### config.mk
export PLATFORM = sky130hd
export DESIGN_NAME = scoreboard_issue_ctl
export DESIGN_NICKNAME = d
export VERILOG_FILES = /design/src/rtl/sb_pkg.sv /design/src/rtl/sb_unit_rec.sv /design/src/rtl/sb_wb_arbiter.sv /design/src/rtl/scoreboard_issue_ctl.sv
export SDC_FILE = /design/constraint.sdc
export NUM_CORES = 1
export LEC_CHECK = 0
export CAP_MARGIN = 15
export CORE_MARGIN = 4
export CORE_UTILIZATION = 55
export DETAILED_ROUTE_END_ITERATION = 7
export GPL_ROUTABILITY_DRIVEN = 1
export PLACE_DENSITY_LB_ADDON = 0.2
export SLEW_MARGIN = 20
export SYNTH_ARGS = -nofsm -noshare
export SYNTH_HDL_FRONTEND = slang
export SYNTH_SLANG_ARGS = --single-unit
export TNS_END_PERCENT = 1
### constraint.sdc
create_clock -name clk -period 4.9 [get_ports clk]
set_input_delay 1.47 -clock clk [delete_from_list [all_inputs] [get_ports clk]]
set_output_delay 1.47 -clock clk [all_outputs]
set_load 0.05 [all_outputs]
### src/rtl/sb_pkg.sv
package sb_pkg;
  localparam int NU     = 5;
  localparam int NREG   = 32;
  localparam int REG_AW = $clog2(NREG);
  localparam int UID_W  = $clog2(NU + 1);

  typedef enum logic [1:0] {CLS_INT = 2'd0, CLS_MUL = 2'd1, CLS_ADD = 2'd2, CLS_DIV = 2'd3} cls_e;
  typedef enum logic [1:0] {PH_IDLE, PH_WAIT, PH_EXEC, PH_DONE} phase_e;
endpackage

### src/rtl/sb_unit_rec.sv
module sb_unit_rec
  import sb_pkg::*;
#(
  parameter int LAT   = 2,
  parameter int CNT_W = 6
) (
  input  logic              clk,
  input  logic              rst,
  input  logic              issue_ld,
  input  logic [REG_AW-1:0] iss_fi,
  input  logic [REG_AW-1:0] iss_fj,
  input  logic [REG_AW-1:0] iss_fk,
  input  logic [UID_W-1:0]  iss_qj,
  input  logic [UID_W-1:0]  iss_qk,
  input  logic [UID_W-1:0]  wb_uid,
  input  logic              wb_grant,
  output logic              busy,
  output logic [REG_AW-1:0] fi,
  output logic [REG_AW-1:0] fj,
  output logic [REG_AW-1:0] fk,
  output logic              rj,
  output logic              rk,
  output logic              rd_en,
  output logic              done_req
);
  phase_e             phase;
  logic [UID_W-1:0]   qj, qk;
  logic [CNT_W-1:0]   cnt;

  assign rd_en    = (phase == PH_WAIT) && rj && rk;
  assign done_req = (phase == PH_DONE);

  always_ff @(posedge clk) begin
    if (rst) begin
      busy <= 1'b0; phase <= PH_IDLE;
      rj <= 1'b0; rk <= 1'b0; qj <= '0; qk <= '0; cnt <= '0;
      fi <= '0; fj <= '0; fk <= '0;
    end else if (issue_ld) begin
      busy <= 1'b1; phase <= PH_WAIT;
      fi <= iss_fi; fj <= iss_fj; fk <= iss_fk;
      qj <= iss_qj; qk <= iss_qk;
      rj <= (iss_qj == '0); rk <= (iss_qk == '0);
    end else begin
      case (phase)
        PH_WAIT: begin
          if (rd_en) begin
            rj <= 1'b0; rk <= 1'b0;
            cnt <= CNT_W'(LAT);
            phase <= PH_EXEC;
          end else begin
            if (wb_uid != '0 && qj == wb_uid) begin rj <= 1'b1; qj <= '0; end
            if (wb_uid != '0 && qk == wb_uid) begin rk <= 1'b1; qk <= '0; end
          end
        end
        PH_EXEC: begin
          cnt <= cnt - CNT_W'(1);
          if (cnt == CNT_W'(1)) phase <= PH_DONE;
        end
        PH_DONE: if (wb_grant) begin busy <= 1'b0; phase <= PH_IDLE; end
        default: ;
      endcase
    end
  end

  assert_read_once_R4: assert property (@(posedge clk) disable iff (rst) rd_en |=> !rd_en);
  assert_no_load_busy_R10: assert property (@(posedge clk) disable iff (rst) issue_ld |-> !busy);
  assert_exec_gap_R6: assert property (@(posedge clk) disable iff (rst) wb_grant |-> !$past(rd_en));
endmodule

### src/rtl/sb_wb_arbiter.sv
module sb_wb_arbiter #(
  parameter int N  = 5,
  parameter int UW = 3
) (
  input  logic          clk,
  input  logic          rst,
  input  logic [N-1:0]  req,
  output logic [N-1:0]  grant,
  output logic [UW-1:0] grant_uid
);
  always_comb begin
    grant     = '0;
    grant_uid = '0;
    for (int i = 0; i < N; i++) begin
      if (req[i] && grant_uid == '0) begin
        grant[i]  = 1'b1;
        grant_uid = UW'(i + 1);
      end
    end
  end

  assert_wb_onehot_R8: assert property (@(posedge clk) disable iff (rst) $onehot0(grant));
endmodule

### src/rtl/scoreboard_issue_ctl.sv
module scoreboard_issue_ctl
  import sb_pkg::*;
#(
  parameter int LAT_INT = 1,
  parameter int LAT_MUL = 10,
  parameter int LAT_ADD = 2,
  parameter int LAT_DIV = 40
) (
  input  logic              clk,
  input  logic              rst,
  input  logic              in_valid,
  output logic              in_ready,
  input  logic [1:0]        in_cls,
  input  logic [REG_AW-1:0] in_dst,
  input  logic [REG_AW-1:0] in_src1,
  input  logic [REG_AW-1:0] in_src2,
  output logic [UID_W-1:0]  issue_unit,
  output logic [NU-1:0]     rd_en,
  output logic [NU-1:0]     wb_en,
  output logic [REG_AW-1:0] wb_dst
);
  localparam int LAT_MAX = (LAT_DIV > LAT_MUL) ? LAT_DIV : LAT_MUL;
  localparam int CNT_W   = $clog2(LAT_MAX + 1);

  logic [NU-1:0]      busy, rj, rk, done_req, war_ok, issue_ld;
  logic [REG_AW-1:0]  fi_a [NU];
  logic [REG_AW-1:0]  fj_a [NU];
  logic [REG_AW-1:0]  fk_a [NU];
  logic [UID_W-1:0]   res_tab [NREG];
  logic [UID_W-1:0]   wb_uid, tgt, qj_in, qk_in;
  logic               waw, fire;

  // pick the target unit for the offered class
  always_comb begin
    tgt = '0;
    case (cls_e'(in_cls))
      CLS_INT: if (!busy[0]) tgt = UID_W'(1);
      CLS_MUL: if (!busy[1]) tgt = UID_W'(2); else if (!busy[2]) tgt = UID_W'(3);
      CLS_ADD: if (!busy[3]) tgt = UID_W'(4);
      CLS_DIV: if (!busy[4]) tgt = UID_W'(5);
      default: tgt = '0;
    endcase
  end

  // a writer finishing this cycle no longer counts as pending
  assign waw        = (res_tab[in_dst] != '0) && (res_tab[in_dst] != wb_uid);
  assign in_ready   = (tgt != '0) && !waw;
  assign fire       = in_valid && in_ready;
  assign issue_unit = tgt;
  assign qj_in      = (res_tab[in_src1] == wb_uid) ? '0 : res_tab[in_src1];
  assign qk_in      = (res_tab[in_src2] == wb_uid) ? '0 : res_tab[in_src2];

  for (genvar u = 0; u < NU; u++) begin : g_unit
    localparam int LAT_U = (u == 0) ? LAT_INT : (u <= 2) ? LAT_MUL : (u == 3) ? LAT_ADD : LAT_DIV;
    assign issue_ld[u] = fire && (tgt == UID_W'(u + 1));
    sb_unit_rec #(.LAT(LAT_U), .CNT_W(CNT_W)) rec_i (
      .clk(clk), .rst(rst), .issue_ld(issue_ld[u]),
      .iss_fi(in_dst), .iss_fj(in_src1), .iss_fk(in_src2),
      .iss_qj(qj_in), .iss_qk(qk_in),
      .wb_uid(wb_uid), .wb_grant(wb_en[u]),
      .busy(busy[u]), .fi(fi_a[u]), .fj(fj_a[u]), .fk(fk_a[u]),
      .rj(rj[u]), .rk(rk[u]), .rd_en(rd_en[u]), .done_req(done_req[u])
    );
  end

  // WAR: hold write-back while another unit still needs the old value
  always_comb begin
    for (int u = 0; u < NU; u++) begin
      war_ok[u] = 1'b1;
      for (int f = 0; f < NU; f++) begin
        if (f != u && busy[f] &&
            ((rj[f] && fj_a[f] == fi_a[u]) || (rk[f] && fk_a[f] == fi_a[u])))
          war_ok[u] = 1'b0;
      end
    end
  end

  sb_wb_arbiter #(.N(NU), .UW(UID_W)) arb_i (
    .clk(clk), .rst(rst), .req(done_req & war_ok), .grant(wb_en), .grant_uid(wb_uid)
  );

  always_comb begin
    wb_dst = '0;
    for (int u = 0; u < NU; u++) if (wb_en[u]) wb_dst = fi_a[u];
  end

  // register result table: write-back clears, a same-cycle issue overrides
  always_ff @(posedge clk) begin
    for (int r = 0; r < NREG; r++) begin
      if (rst) res_tab[r] <= '0;
      else if (fire && in_dst == REG_AW'(r)) res_tab[r] <= tgt;
      else if (wb_uid != '0 && wb_dst == REG_AW'(r)) res_tab[r] <= '0;
    end
  end

  for (genvar u = 0; u < NU; u++) begin : g_chk_u
    for (genvar f = 0; f < NU; f++) begin : g_chk_f
      if (u != f) begin : g_pair
        assert_war_hold_R7: assert property (@(posedge clk) disable iff (rst)
          !(wb_en[u] && busy[f] && rj[f] && fj_a[f] == fi_a[u]));
      end
    end
  end
endmodule

=== After elaboration in Yosys (flattened, before gate mapping) ===
Memories as Yosys holds them, arrays and structs flattened.
Cells that the tools add are included.

* $add $sub $neg: 5
* Equal/unequal tests: 178
* Muxes and demuxes: 463
* Bitwise gates (word level): 70
* Reductions and logical operators: 284

{| class="wikitable"
|+ Operator list
! kind !! number
|-
| 2-to-1 mux 3 bit || 111
|-
| 2-to-1 mux 1 bit || 313
|-
| equality test 5 bit || 40
|-
| equality test 5 bit, second input constant || 32
|-
| logical AND 1 bit || 156
|-
| equality test 5 x 4 -> 1 bit, second input constant || 16
|-
| OR 1 bit || 64
|-
| one-hot mux 6 bit (2 select lines) || 5
|-
| nonzero test 2 bit || 30
|-
| nonzero test 3 bit || 18
|-
| != test 3 x 1 -> 1 bit, second input constant || 15
|-
| AND reduction 3 bit || 15
|-
| equality test 5 x 3 -> 1 bit, second input constant || 8
|-
| != test 2 x 1 -> 1 bit, second input constant || 20
|-
| AND reduction 4 bit || 10
|-
| equality test 3 bit || 12
|-
| 2-to-1 mux 2 bit || 18
|-
| equality test 6 x 1 -> 1 bit, second input constant || 5
|-
| 2-to-1 mux 6 bit || 5
|-
| one-hot mux 2 bit (3 select lines) || 5
|-
| AND reduction 2 bit || 15
|-
| subtractor 6 x 1 -> 6 bit, second input constant || 5
|-
| 2-to-1 mux 5 bit || 5
|-
| equality test 2 bit, second input constant || 12
|-
| 17 further kinds || 65
|}

* Register bits after elaboration: 160
* RAM bits: 96
* Bits of input ports: 20
* Output and inout bits: 19
* Word-level logic and storage cells: 1056
* Memories: 1

{| class="wikitable"
|+ Memory list
! memory !! depth !! bits a word !! read ports !! clocked after Yosys merged registers in !! wr ports !! RTL line !! RTL
|-
| res_tab || 32 || 3 || 3 || 0 || 32 || scoreboard_issue_ctl.sv:29 || <nowiki>logic [UID_W-1:0] res_tab [NREG];</nowiki>
|}

=== Longest topological paths before layout ===
Gate-level depths: netlist (run 1).

* Depth after elaboration: 33
* Gate-level depth with buffers: 17
* Depth with buffers taken out: 13

=== Hierarchy ===
Synthesis (run 1) repeated with hierarchy kept, for this count alone.

* Cells, all modules: 1885
* Area total of the unflattened synthesis: 17988.5 um2

{| class="wikitable"
|+ By module, submodules not included
! module !! instances !! cells each !! area an instance (um2) !! sequential area each (um2)
|-
| scoreboard_issue_ctl || 1 || 1015 || 10159.7 || 2882.8
|-
| sb_unit_rec (g_unit[1].rec_i ...) || 2 || 171 || 1551.5 || 640.6
|-
| sb_unit_rec (g_unit[3].rec_i) || 1 || 172 || 1585.3 || 640.6
|-
| sb_unit_rec (g_unit[0].rec_i) || 1 || 170 || 1534.0 || 640.6
|-
| sb_unit_rec (g_unit[4].rec_i) || 1 || 174 || 1530.2 || 640.6
|-
| sb_wb_arbiter || 1 || 12 || 76.3 || 0.0
|}

=== Worst setup path before layout (run 1) ===
No wires, ideal clock.

* Path kind: input port to output port
* Start point: in in_dst[1]
* End point: out in_ready
* Arrival: 4.267 ns
* Required time: 3.430 ns
* Setup slack: -0.837 ns
* Cell stages on the path: 12
* Path buffers: 4
* Path through: buf_4 > buf_4 > buf_1 > mux4_2 > mux4_2 > nand2_1 > nand2_1 > o32ai_1 > or2_1 > buf_6 > nand2_2 > nor2_1

* Word-level cells in the longest chain between the ends: 5
* Elaborated cells between the ends (all ways): 6
* Classes of those cells: eq/ne: 1; reduce/logical: 4; memory: 1

{| class="wikitable"
|+ RTL lines
! item !! RTL line !! RTL
|-
| start, declared || scoreboard_issue_ctl.sv:14 || <nowiki>input logic [REG_AW-1:0] in_dst,</nowiki>
|-
| memory read (32 x 3 bit) (*) || n/a ||
|-
| != test 3 bit or nonzero test 3 bit (tied branches) || scoreboard_issue_ctl.sv:46 || <nowiki>assign waw = (res_tab[in_dst] != '0) && (res_tab[in_dst] != wb_uid);</nowiki>
|-
| logical AND 1 bit (*) || scoreboard_issue_ctl.sv:46 ||
|-
| zero test 1 bit (*) || scoreboard_issue_ctl.sv:47 || <nowiki>assign in_ready = (tgt != '0) && !waw;</nowiki>
|-
| logical AND 1 bit (*) || scoreboard_issue_ctl.sv:47 ||
|-
| end, declared || scoreboard_issue_ctl.sv:12 || <nowiki>output logic in_ready,</nowiki>
|}

Mark *: on every way between the ends. The rest lies on a longest branch, timed or not.

=== Worst setup path after layout (run 1) ===
* Start point: in in_dst[4]
* End point: out in_ready

The elaborated chain is that of the path after synthesis.

==> results of run 1 <==
==> flip-flops by register name, indices dropped and copies added, names as in the netlist <==
signal / cells
g_unit.rec_i.rk: 5
g_unit.rec_i.busy: 5
g_unit.rec_i.phase: 10
g_unit.rec_i.fj: 25
g_unit.rec_i.rj: 5
g_unit.rec_i.cnt: 30
g_unit.rec_i.qk: 15
res_tab: 96
g_unit.rec_i.fk: 25
g_unit.rec_i.qj: 15
g_unit.rec_i.fi: 25
==> layer usage <==
layer / up-vias / part of all wire, % / wire length, µm
li1: 6682 / - / -
met1: 7204 / 40 / 21670
met2: 791 / 47 / 25700
met3: 179 / 9.1 / 4975
met4: 0 / 4.5 / 2440
met5: - / 0 / 0
==> through the flow <==
step	hold WS (ps)	instances	power, mW
after floorplan	441.5	1846	3.503
after global placement	449.6	2257	3.946
after detailed placement	459.9	2257	3.993
after CTS	468.7	2313	6.341
after global routing	496.1	2315	6.619
final	470.4	2315	6.355
==> layout make-up <==
class	count	area, µm²	share of cell area, %
multi-input cells	1343	10020	50.57
flip-flops and latches	256	6111	30.84
repair buffers	196	1879	9.485
clock buffers	48	919.6	4.642
well taps	396	495.5	2.501
inverters	69	266.5	1.345
clock inverters	7	121.4	0.6126
==> Yosys cell counts (all sizes together), types with 19 or more instances <==
master | count | area (µm²)
buf | 118 | 742.0
mux4 | 78 | 1757
xnor2 | 183 | 1603
nor2b | 19 | 118.9
nand2b | 19 | 118.9
nand4 | 56 | 350.3
nor3 | 49 | 250.2
mux2i | 61 | 614.3
a21oi | 108 | 540.5
nor2 | 194 | 733.2
clkbuf | 60 | 227.7
nand3 | 45 | 230.2
edfxtp | 96 | 2883
xor2 | 43 | 376.6
o21ai | 50 | 257.8
inv | 68 | 255.3
ha | 35 | 437.9
nand2 | 181 | 684.4
dfxtp | 160 | 3203
==> repair_timing <==
action                     in CTS  in global routing
setup endpoints to repair       8                  9
pin swaps                       4                 11
setup buffers                   1                  2
gates resized for setup        29                 25
hold buffers                    0                  0
==> power by group through the flow <==
stage               registers [mW]  clock network [mW]  logic [mW]
floorplan                     2.45                   0        1.06
global placement              2.51                   0        1.44
detailed placement            2.52                   0        1.48
CTS                           2.47                2.37        1.50
global route                  2.49                2.46        1.67
finish                        2.48                2.35        1.53
==> logic make-up (layout without fill, tap and decap cells) <==
| family | Yosys count | after routing |
|---|---|---|
| adder cells (fa/ha/maj) | 35 | 35 |
| flip-flops | 256 | 256 |
| AO/OA/AOI/OAI | 304 | 304 |
| XOR/XNOR | 226 | 226 |
| multiplexers | 145 | 145 |
| AND/OR/NAND/NOR | 633 | 633 |
| buffers and inverters | 247 | 320 |
==> worst paths after layout <==
check	from	endpoint	slack [ps]
worst max-delay path	in_dst[4]	in_ready	-300
worst min register to register	g_unit[4].rec_i.qk[0]	g_unit[4].rec_i.qk[0]	470
worst max register to register	g_unit[1].rec_i.fi[4]	res_tab[8][0]	660
worst min-delay path	g_unit[4].rec_i.qk[0]	g_unit[4].rec_i.qk[0]	470
==> worst max-delay path: cells and delay by family <==
| kind | cells | cell delay (ps) |
|---|---|---|
| AND/OR/NAND/NOR | 5 | 690 |
| buffers and inverters | 3 | 810 |
| AO/OA/AOI/OAI | 3 | 770 |
==> results by group, run 1 <==
Pwr
  • Sequential power share: 39.0%
  • Worst vdd ir: 0.0002710 V
  • Fraction of power spent switching nets: 30.44%
  • Comb pwr share: between 20% and 30%
  • Cell Int Power: 4.421 mW
  • Leak pwr: around 7 nW
  • Net load switching power: 1.935 mW
  • Clock share of power: 37.0%
  • Pwr per Cell Area: 320.8 nW/µm²

Timing
  • Worst-Margin Slew: 743.6 ps
  • Max-slew violations: 0
  • Period minus WS final: 5203 ps
  • Clock skew: 12.19 ps
  • Final Hold Viols: 0
  • Crit share post-route: 106.2%
  • Setup ws final: -303.3 ps
  • Final setup violation count: 4
  • Relative slew slack: around 50%
  • Setup TNS: -485.3 ps
  • RSZ-0062 raised after global routing: yes
  • Fmax: 192.2 MHz

Global routing
  • Total gr overflow: 0
  • Tot GR Track Use: 31.78%
  • Met1 usage: 42.76%
  • Vias in the first global route: between 10000 and 15000
  • First-pass GRT wire length: 84640 µm
  • Most Used Layer, Global Route: met2
  • GR met2 Demand/Resource: 52.20%
  • Initial antenna violation count: 0
  • Largest net degree at the start of global routing: 65
  • GRT met3 Usage: 4.772%

Placed design
  • IO buf count: 38
  • GPL Wtd Cong: 0.9909
  • Post-DP HPWL: 40010 µm
  • Placed Instance Area: 18600 µm²
  • Dpl ws: -770.7 ps

Worst setup path
  • R2R depth: 15
  • CP Max Fanout: 8
  • CP Cell Sequence: clkdlybuf4s50_1 -> buf_4 -> o211ai_1 -> o21ai_0 -> nor2_2 -> and3_1 -> a311o_2 -> or2_4 -> nand2_4 -> nor2_4 -> buf_8
  • Slowest-stage cell, CP: clkdlybuf4s50_1
  • Startpoint Class: input port
  • Worst Path Required: ~3400 ps
  • Largest stage delay, worst path: 450 ps
  • Kind of critical path: input port to output port
  • Worst EP arrival: approximately 3700 ps
  • Setup crit end kind: output port

Cells and area
  • Commonest cells after routing, fill and taps aside: 189 x nor2_1, 183 x xnor2_1, 178 x nand2_1
  • N_diodes: 0
  • FILL cells: 2518
  • Final net count: 1951
  • Final core utilization: 64.43%
  • Post-route design area: 19810 µm²
  • Layout cells sized above 1: 19.75%
  • Syn-to-layout area delta: 15.09%
  • Commonest non-fill, non-tap cell in the layout: nor2_1

Synthesis
  • Post-synthesis sequential area ratio: between 30% and 40%
  • Synth Area in Compound Gates: 11.89%
  • Netlist cell types: 85
  • Simple logic cell fraction of the synthesized area: 17.38%
  • Post-synthesis adder-cell area fraction: 2.544%
  • Largest family of logic cells by synthesized area: simple AND/OR/NAND/NOR gates
  • Ys async rst share: 0%
  • Post-Synth XOR/XNOR Area: 11.50%
  • Mean Syn Cell Area: 9.326 µm²
  • Synth Register Bits: 256
  • Mux contribution to synthesized area: 14.17%
  • Primary FF master, synth: dfxtp_1
  • Number of synthesized flops with an enable pin: 96
  • Cells after Synth: 1846
  • Post-Synthesis Cell Area: 17220 µm²
  • Syn_nets: about 1900
  • YS warnings: 0

Clock network
  • Clk_lat worst skew: 570 ps
  • Clock Pin Slew Worst Setup and Hold Paths: 60 ps
  • Clock Path Buffers: 3
  • Clk sinks: 256
  • Number of CTS-inserted buffers: 30
  • H-Tree Depth: 1
  • CTS tree: built
  • CTS Root Cell: clkbuf_16

Detailed routing
  • Wire per inst: ~24 µm
  • Vias: 14860
  • Total wire length: 54780 µm
  • Starting DRT DRC Count: 1831
  • Routed Antenna Nets: 0
  • Vias per cell: 6.417
  • DR pass1 iterations: 6
  • # DRC: 0

Floorplanning
  • Starting density of the core: 55.99%
  • Die area: between 30000 and 40000 µm²
  • Row cnt: between 60 and 70
  • DIE WIDTH: around 180 µm
  • Core area: 30750 µm²
  • Top-Level Pins: 39
  • Chip height: 184.9 µm

Run status
  • Failing checks: negative setup slack
  • Status: complete, but fails checks

Min path
  • Hold Path Class: flop to flop
  • Hold Path Stages: 2

Flow run
  • MaxCap Viol Count: 0
Power figures use the tool's default switching activity.
==> inputs of run 2 (changes only) <==
--- a/config.mk
+++ b/config.mk
@@ -5,9 +5,10 @@
 export SDC_FILE = /design/constraint.sdc
 export NUM_CORES = 1
 export LEC_CHECK = 0
+export ABC_AREA = 0
 export CAP_MARGIN = 15
 export CORE_MARGIN = 4
-export CORE_UTILIZATION = 55
+export CORE_UTILIZATION = 40
 export DETAILED_ROUTE_END_ITERATION = 7
 export GPL_ROUTABILITY_DRIVEN = 1
 export PLACE_DENSITY_LB_ADDON = 0.2
==> run 2 against run 1 <==
  * The flow still finishes with violations (negative setup slack)
  * Via count is 2.0% lower
  * Core utilization is 17 points lower
  * Fmax hardly changed
  * Highest routed layer is now met5
  * Clock-buffer cell count is 12 lower
  * Largest cell class unchanged
  * Clock skew is 5.2 ps higher
  * First-iteration DRC count is 18% lower
  * Sequential power hardly changed
  * Combinational power hardly changed
  * Total power is 2.1% lower
  * Die area is 36% higher
==> results by group, run 2 (synthesized netlist as in run 1, its figures left out) <==
Run status
  • Status: complete, but fails checks
  • Failing checks: negative setup slack

Global routing
  • Vias in the first global route: 14210
  • GR met2 Demand/Resource: between 30% and 40%
  • Most Used Layer, Global Route: met2
  • Met1 usage: 32.96%
  • Tot GR Track Use: approximately a quarter
  • Initial antenna violation count: 1
  • Total gr overflow: 0
  • First-pass GRT wire length: about 90000 µm
  • GRT met3 Usage: 4.416%
  • Largest net degree at the start of global routing: 101

Placed design
  • Post-DP HPWL: 42820 µm
  • Dpl ws: -765.6 ps
  • IO buf count: 38
  • GPL Wtd Cong: 0.9401

Worst setup path
  • Kind of critical path: input port to output port
  • R2R depth: 13
  • FF-to-FF setup slack: about 750 ps
  • Reg2Reg Launch Point: g_unit[4].rec_i.fi[3]
  • Worst Path Required: 3430 ps
  • R2r endpoint: res_tab[8][1]
  • Worst setup path startpoint: in_dst[0]
  • Worst EP arrival: 3740 ps
  • Startpoint Class: input port
  • CP Max Fanout: 4
  • Setup crit end kind: output port

Detailed routing
  • DR pass1 iterations: 5
  • Vias per cell: about 5.9
  • Total wire length: 58340 µm
  • Starting DRT DRC Count: approximately 1500
  • Vias: 14560
  • Routed Antenna Nets: 0
  • # DRC: 0
  • Wire per inst: 23.67 µm

Timing
  • Final Hold Viols: 0
  • Fmax: approximately 190 MHz
  • Period minus WS final: 5206 ps
  • Setup ws final: -306.5 ps
  • Clock skew: 17.40 ps
  • Max-slew violations: 0
  • Hold WS: ~460 ps
  • Crit share post-route: 106.3%
  • Relative slew slack: 39.35%
  • Worst-Margin Slew: 909.8 ps
  • RSZ-0062 raised after global routing: yes
  • Final setup violation count: 1

Flow run
  • MaxCap Viol Count: 0

Cells and area
  • Commonest non-fill, non-tap cell in the layout: nor2_1
  • Max reg flops: 96
  • Layout cells sized above 1: 19.99%
  • Final core utilization: 47.51%
  • Syn-to-layout area delta: 16.53%
  • FILL cells: 4010
  • Top flop regs: res_tab (96), g_unit.rec_i.cnt (30)
  • N_diodes: 0
  • Commonest cells after routing, fill and taps aside: 189 x nor2_1, 183 x xnor2_1, 177 x nand2_1
  • Biggest register: res_tab
  • Final net count: 1960

Clock network
  • Clock Pin Slew Worst Setup and Hold Paths: around 60 ps
  • Clk sinks: around 260
  • Clock Path Buffers: 3
  • CTS Root Cell: clkbuf_16
  • # hold bufs at CTS: 0
  • Number of CTS-inserted buffers: 30
  • Clk_lat worst skew: 590 ps
  • H-Tree Depth: 1
  • CTS tree: built

Pwr
  • Leak pwr: a little over 7 nW
  • Pwr per Cell Area: 310.3 nW/µm²
  • Worst vdd ir: 0.0002261 V
  • Final Total Pwr: around 6.2 mW

Floorplanning
  • Row cnt: 75
  • Die area: 46420 µm²
  • Chip height: between 200 and 250 µm
  • Top-Level Pins: 39
  • DIE WIDTH: between 200 and 250 µm
  • Starting density of the core: 40.77%
  • Core area: 42230 µm²

Min path
  • Worst-case hold path end point: g_unit[2].rec_i.fi[2]
  • Hold Path Stages: 2
  • Hold Path Class: flop to flop
  • HP Start: g_unit[2].rec_i.fi[2]
## run 2: changes by cell type in the layout (fill, tap and decap cells not counted), sizes merged
| cell | previous run | this run |
|---|---|---|
| dlymetal6s2s | 1 | 0 |
| clkdlybuf4s15 | 0 | 1 |
| clkinv | 3 | 13 |
| clkinvlp | 0 | 3 |
| bufinv | 3 | 2 |
| buf | 178 | 185 |
| bufbuf | 0 | 1 |
| dlygate4sd2 | 0 | 2 |
| clkdlybuf4s50 | 17 | 16 |
| clkbuf | 48 | 36 |
| inv | 70 | 68 |
## run 2: critical path, stage by stage
cell	delay, ps
buf_6	110
mux4_2	490
mux2_2	280
or3_1	310
nand4_1	140
inv_2	80
a2111oi_2	210
a311o_2	170
or2_4	130
nand2_4	50
nor2_4	140
buf_12	150
## run 2: per-stage QoR
| step | cells | area, µm² | TNS [ps] |
|---|---|---|---|
| 2_1_floorplan | 1846 | 17270 | -277.7 |
| 3_3_place_gp | 2410 | 18940 | -27100 |
| 3_5_place_dp | 2410 | 18940 | -47280 |
| 4_1_cts | 2465 | 19990 | -408.9 |
| 5_1_grt | 2465 | 20060 | -573.9 |
| 6_report | 2465 | 20060 | -306.5 |
## run 2: report_power, final
part / switching (mW) / internal (mW)
Sequential: 0.144 / 2.33
Clock: 0.935 / 1.28
Combinational: 0.878 / 0.659
## run 2: worst max-delay path by stage
stage | end | slack (ps) | depth (start not counted)
global placement | in_ready | -680 | 14
floorplan | in_ready | -280 | 12
finish | in_ready | -310 | 12
global route | in_ready | -440 | 13
detailed placement | in_ready | -770 | 14
CTS | in_ready | -350 | 15
## run 2: cell type report
cell class | count | area, µm² | area share, %
sequential | 256 | 6102 | 30.42
clock buffer | 36 | 814.5 | 4.060
multi-input combinational | 1343 | 10030 | 49.98
timing repair buffer | 205 | 2034 | 10.14
inverter | 69 | 264.0 | 1.316
tap | 539 | 674.4 | 3.362
clock inverter | 17 | 145.1 | 0.7235
## run 2: layer usage
layer  vias up  wire (µm)
met5         -         13
met4         2       2681
met3       123       4476
met2       603      26870
met1      7118      24300
li1       6710          -
## run 2: repair_timing
item	4_1_cts	5_1_grt
pin swaps	2	5
gates cloned	1	0
resized for setup	24	17
setup endpoints to repair	7	8
buffers inserted	1	0
==> inputs of run 3 (changes only) <==
==> constraint.sdc (replaced) <==
create_clock -name clk -period 4.57 [get_ports clk]
set_input_delay 1.371 -clock clk [delete_from_list [all_inputs] [get_ports clk]]
set_output_delay 1.371 -clock clk [all_outputs]
set_load 0.05 [all_outputs]
==> run 3 against run 2 <==
  * The flow still finishes with violations (negative setup slack)
  * Highest routed layer unchanged
  * Largest power group unchanged
  * Register-to-register slack worse by 260 ps
  * Largest cell class unchanged
  * Total power up 7.0%
  * Via count rose by 1.2%
  * Routed wire length decreased by 1.1%
==> results by group, run 3 (synthesized netlist as in run 1, its figures left out) <==
Cells and area
  • Top flop regs: res_tab (96), g_unit.rec_i.cnt (30)
  • Footprint of the multi-input gates: 10040 µm²
  • FILL cells: between 4000 and 5000
  • Final net count: about 2000
  • Biggest register: res_tab
  • Syn-to-layout area delta: 17.68%
  • Final Non-Filler Cells: 2491
  • Commonest non-fill, non-tap cell in the layout: nor2_1
  • Layout cells sized above 1: around a fifth
  • Max reg flops: 96
  • Commonest cells after routing, fill and taps aside: 189 x nor2_1, 183 x xnor2_1, 177 x nand2_1
  • Sequential cell area: 6093 µm²
  • N_diodes: 0

Worst setup path
  • Reg2Reg Launch Point: g_unit[3].rec_i.fi[3]
  • CP Cell Sequence: buf_2 -> buf_12 -> mux2i_1 -> a22oi_1 -> nand2_1 -> o41ai_2 -> buf_4 -> nor2_2 -> and3_1 -> a311o_2 -> or2_4 -> nand2_4 -> nor2_4 -> buf_12
  • Largest stage delay, worst path: 360 ps
  • Most common cell on crit path: buf_12
  • Setup crit end kind: output port
  • R2r endpoint: res_tab[3][0]
  • CP Max Fanout: 17
  • Startpoint Class: input port
  • Slowest-stage cell, CP: a311o_2
  • Crit path buf inv count: 4
  • R2R depth: 14
  • Kind of critical path: input port to output port
  • Worst Path Required: 3200 ps
  • Worst EP arrival: 3650 ps
  • FF-to-FF setup slack: 490 ps
  • Kind of cell adding the most delay to the critical path: compound AO/OA/AOI/OAI gates

Detailed routing
  • WL met1: 24470 µm
  • Top layer used by detailed routing: met5
  • Routed Antenna Nets: 0
  • Starting DRT DRC Count: 1263
  • Met3 wire length: approximately 4200 µm
  • Total wire length: 57680 µm
  • Wire per inst: 23.16 µm
  • Vias: 14740
  • Vias per cell: 5.916
  • DR pass1 iterations: 5
  • Met2 wire len: between 20000 and 30000 µm
  • # DRC: 0

Flow run
  • MaxCap Viol Count: 0

Min path
  • Worst-case hold path end point: g_unit[2].rec_i.fi[4]
  • Hold Path Class: flop to flop
  • Hold Path Stages: 2
  • HP Start: g_unit[2].rec_i.fi[4]

Timing
  • Crit share post-route: 109.8%
  • Period minus WS final: 5017 ps
  • RSZ-0062 raised after global routing: yes
  • Setup ws final: -446.5 ps
  • Clock skew: 22.14 ps
  • Fmax: 199.3 MHz
  • Final setup violation count: 4
  • Worst-Margin Slew: roughly 840 ps
  • Relative slew slack: 44.10%
  • Final Hold Viols: 0
  • Max-slew violations: 0

Clock network
  • # hold bufs at CTS: 0
  • CTS tree: built
  • Clk_lat worst skew: between 500 and 600 ps
  • Number of CTS-inserted buffers: 30
  • Clock Pin Slew Worst Setup and Hold Paths: approximately 60 ps
  • H-Tree Depth: 1
  • Clock Path Buffers: 3
  • CTS Root Cell: clkbuf_16
  • Clk sinks: roughly 260

Floorplanning
  • Core area: 42230 µm²
  • Row cnt: 75
  • Die area: ~46000 µm²
  • DIE WIDTH: approximately 220 µm
  • Starting density of the core: 40.77%
  • Chip height: 215.5 µm
  • Top-Level Pins: 39

Global routing
  • Initial antenna violation count: 1
  • Total gr overflow: 0
  • Vias in the first global route: about 14000
  • Tot GR Track Use: 24.32%
  • First-pass GRT wire length: 88040 µm
  • Largest net degree at the start of global routing: 137

Placed design
  • Post-DP HPWL: 43110 µm
  • DP Cell Count: ~2400
  • IO buf count: 38
  • GPL Wtd Cong: 0.9974

Pwr
  • Leak pwr: 7.190 nW
  • Worst vdd ir: around 0.00028 V
  • Final Total Pwr: 6.663 mW
  • Pwr per Cell Area: 328.9 nW/µm²

Run status
  • Status: complete, but fails checks
  • Failing checks: negative setup slack
-- run 3: final cells by class --
class | count | area share (%)
multi-input cells | 1343 | 49.55
flip-flops and latches | 256 | 30.08
inverters | 69 | 1.303
well taps | 539 | 3.329
clock inverters | 10 | 0.4879
clock buffers | 39 | 4.126
repair buffers | 235 | 11.13
-- run 3: how the worst max path moves through the flow --
stage,from,endpoint,cells after the start
detailed placement,in_dst[3],in_ready,14
finish,in_dst[1],in_ready,14
floorplan,in_dst[0],in_ready,12
global route,in_dst[1],in_ready,15
CTS,in_dst[0],in_ready,13
global placement,in_dst[3],in_ready,14
-- run 3: layer usage --
metal,global-route usage [%],vias to the layer above
li1,-,6759
met1,32.64,7212
met2,39.06,615
met3,4.205,148
met4,10.14,2
met5,0,-
-- run 3: power breakdown --
| part | internal, mW | switching [mW] |
|---|---|---|
| combinational | 0.719 | 0.946 |
| clock | 1.38 | 0.969 |
| sequential | 2.50 | 0.154 |
-- run 3: worst register-to-register path, stage by stage, from the launching register on --
cell and delay (ps):
dfxtp_1 580, buf_4 280, xnor2_1 130, nand4_1 130
nor3_1 330, a2111oi_4 100, and2_1 190, nor2_1 180
o31a_1 260, mux2i_4 290, nand2_4 80, buf_4 150
or4_1 470, buf_4 220, o221ai_1 340
-- run 3: repair_timing --
action                     in CTS  in global routing
setup endpoints to repair      58                  8
pin swaps                       1                  1
setup buffers                   1                  0
resized for setup              38                  5
cloned                          1                  0
-- run 3: per-stage QoR --
| stage | hold slack (ps) | instance area, µm² | TNS [ps] | utilization [%] | worst slack, ps |
|---|---|---|---|---|---|
| 6_report | 456.0 | 20260 | -792.7 | 47.97 | -446.5 |
| 3_3_place_gp | 445.6 | 19160 | -125860 | 45.38 | -962.1 |
| 4_1_cts | 456.8 | 20240 | -1024 | 47.93 | -439.5 |
| 5_1_grt | 479.3 | 20260 | -1844 | 47.97 | -594.0 |
| 3_5_place_dp | 448.9 | 19160 | -136110 | 45.38 | -968.6 |
| 2_1_floorplan | 441.5 | 17270 | -409.7 | - | -409.7 |
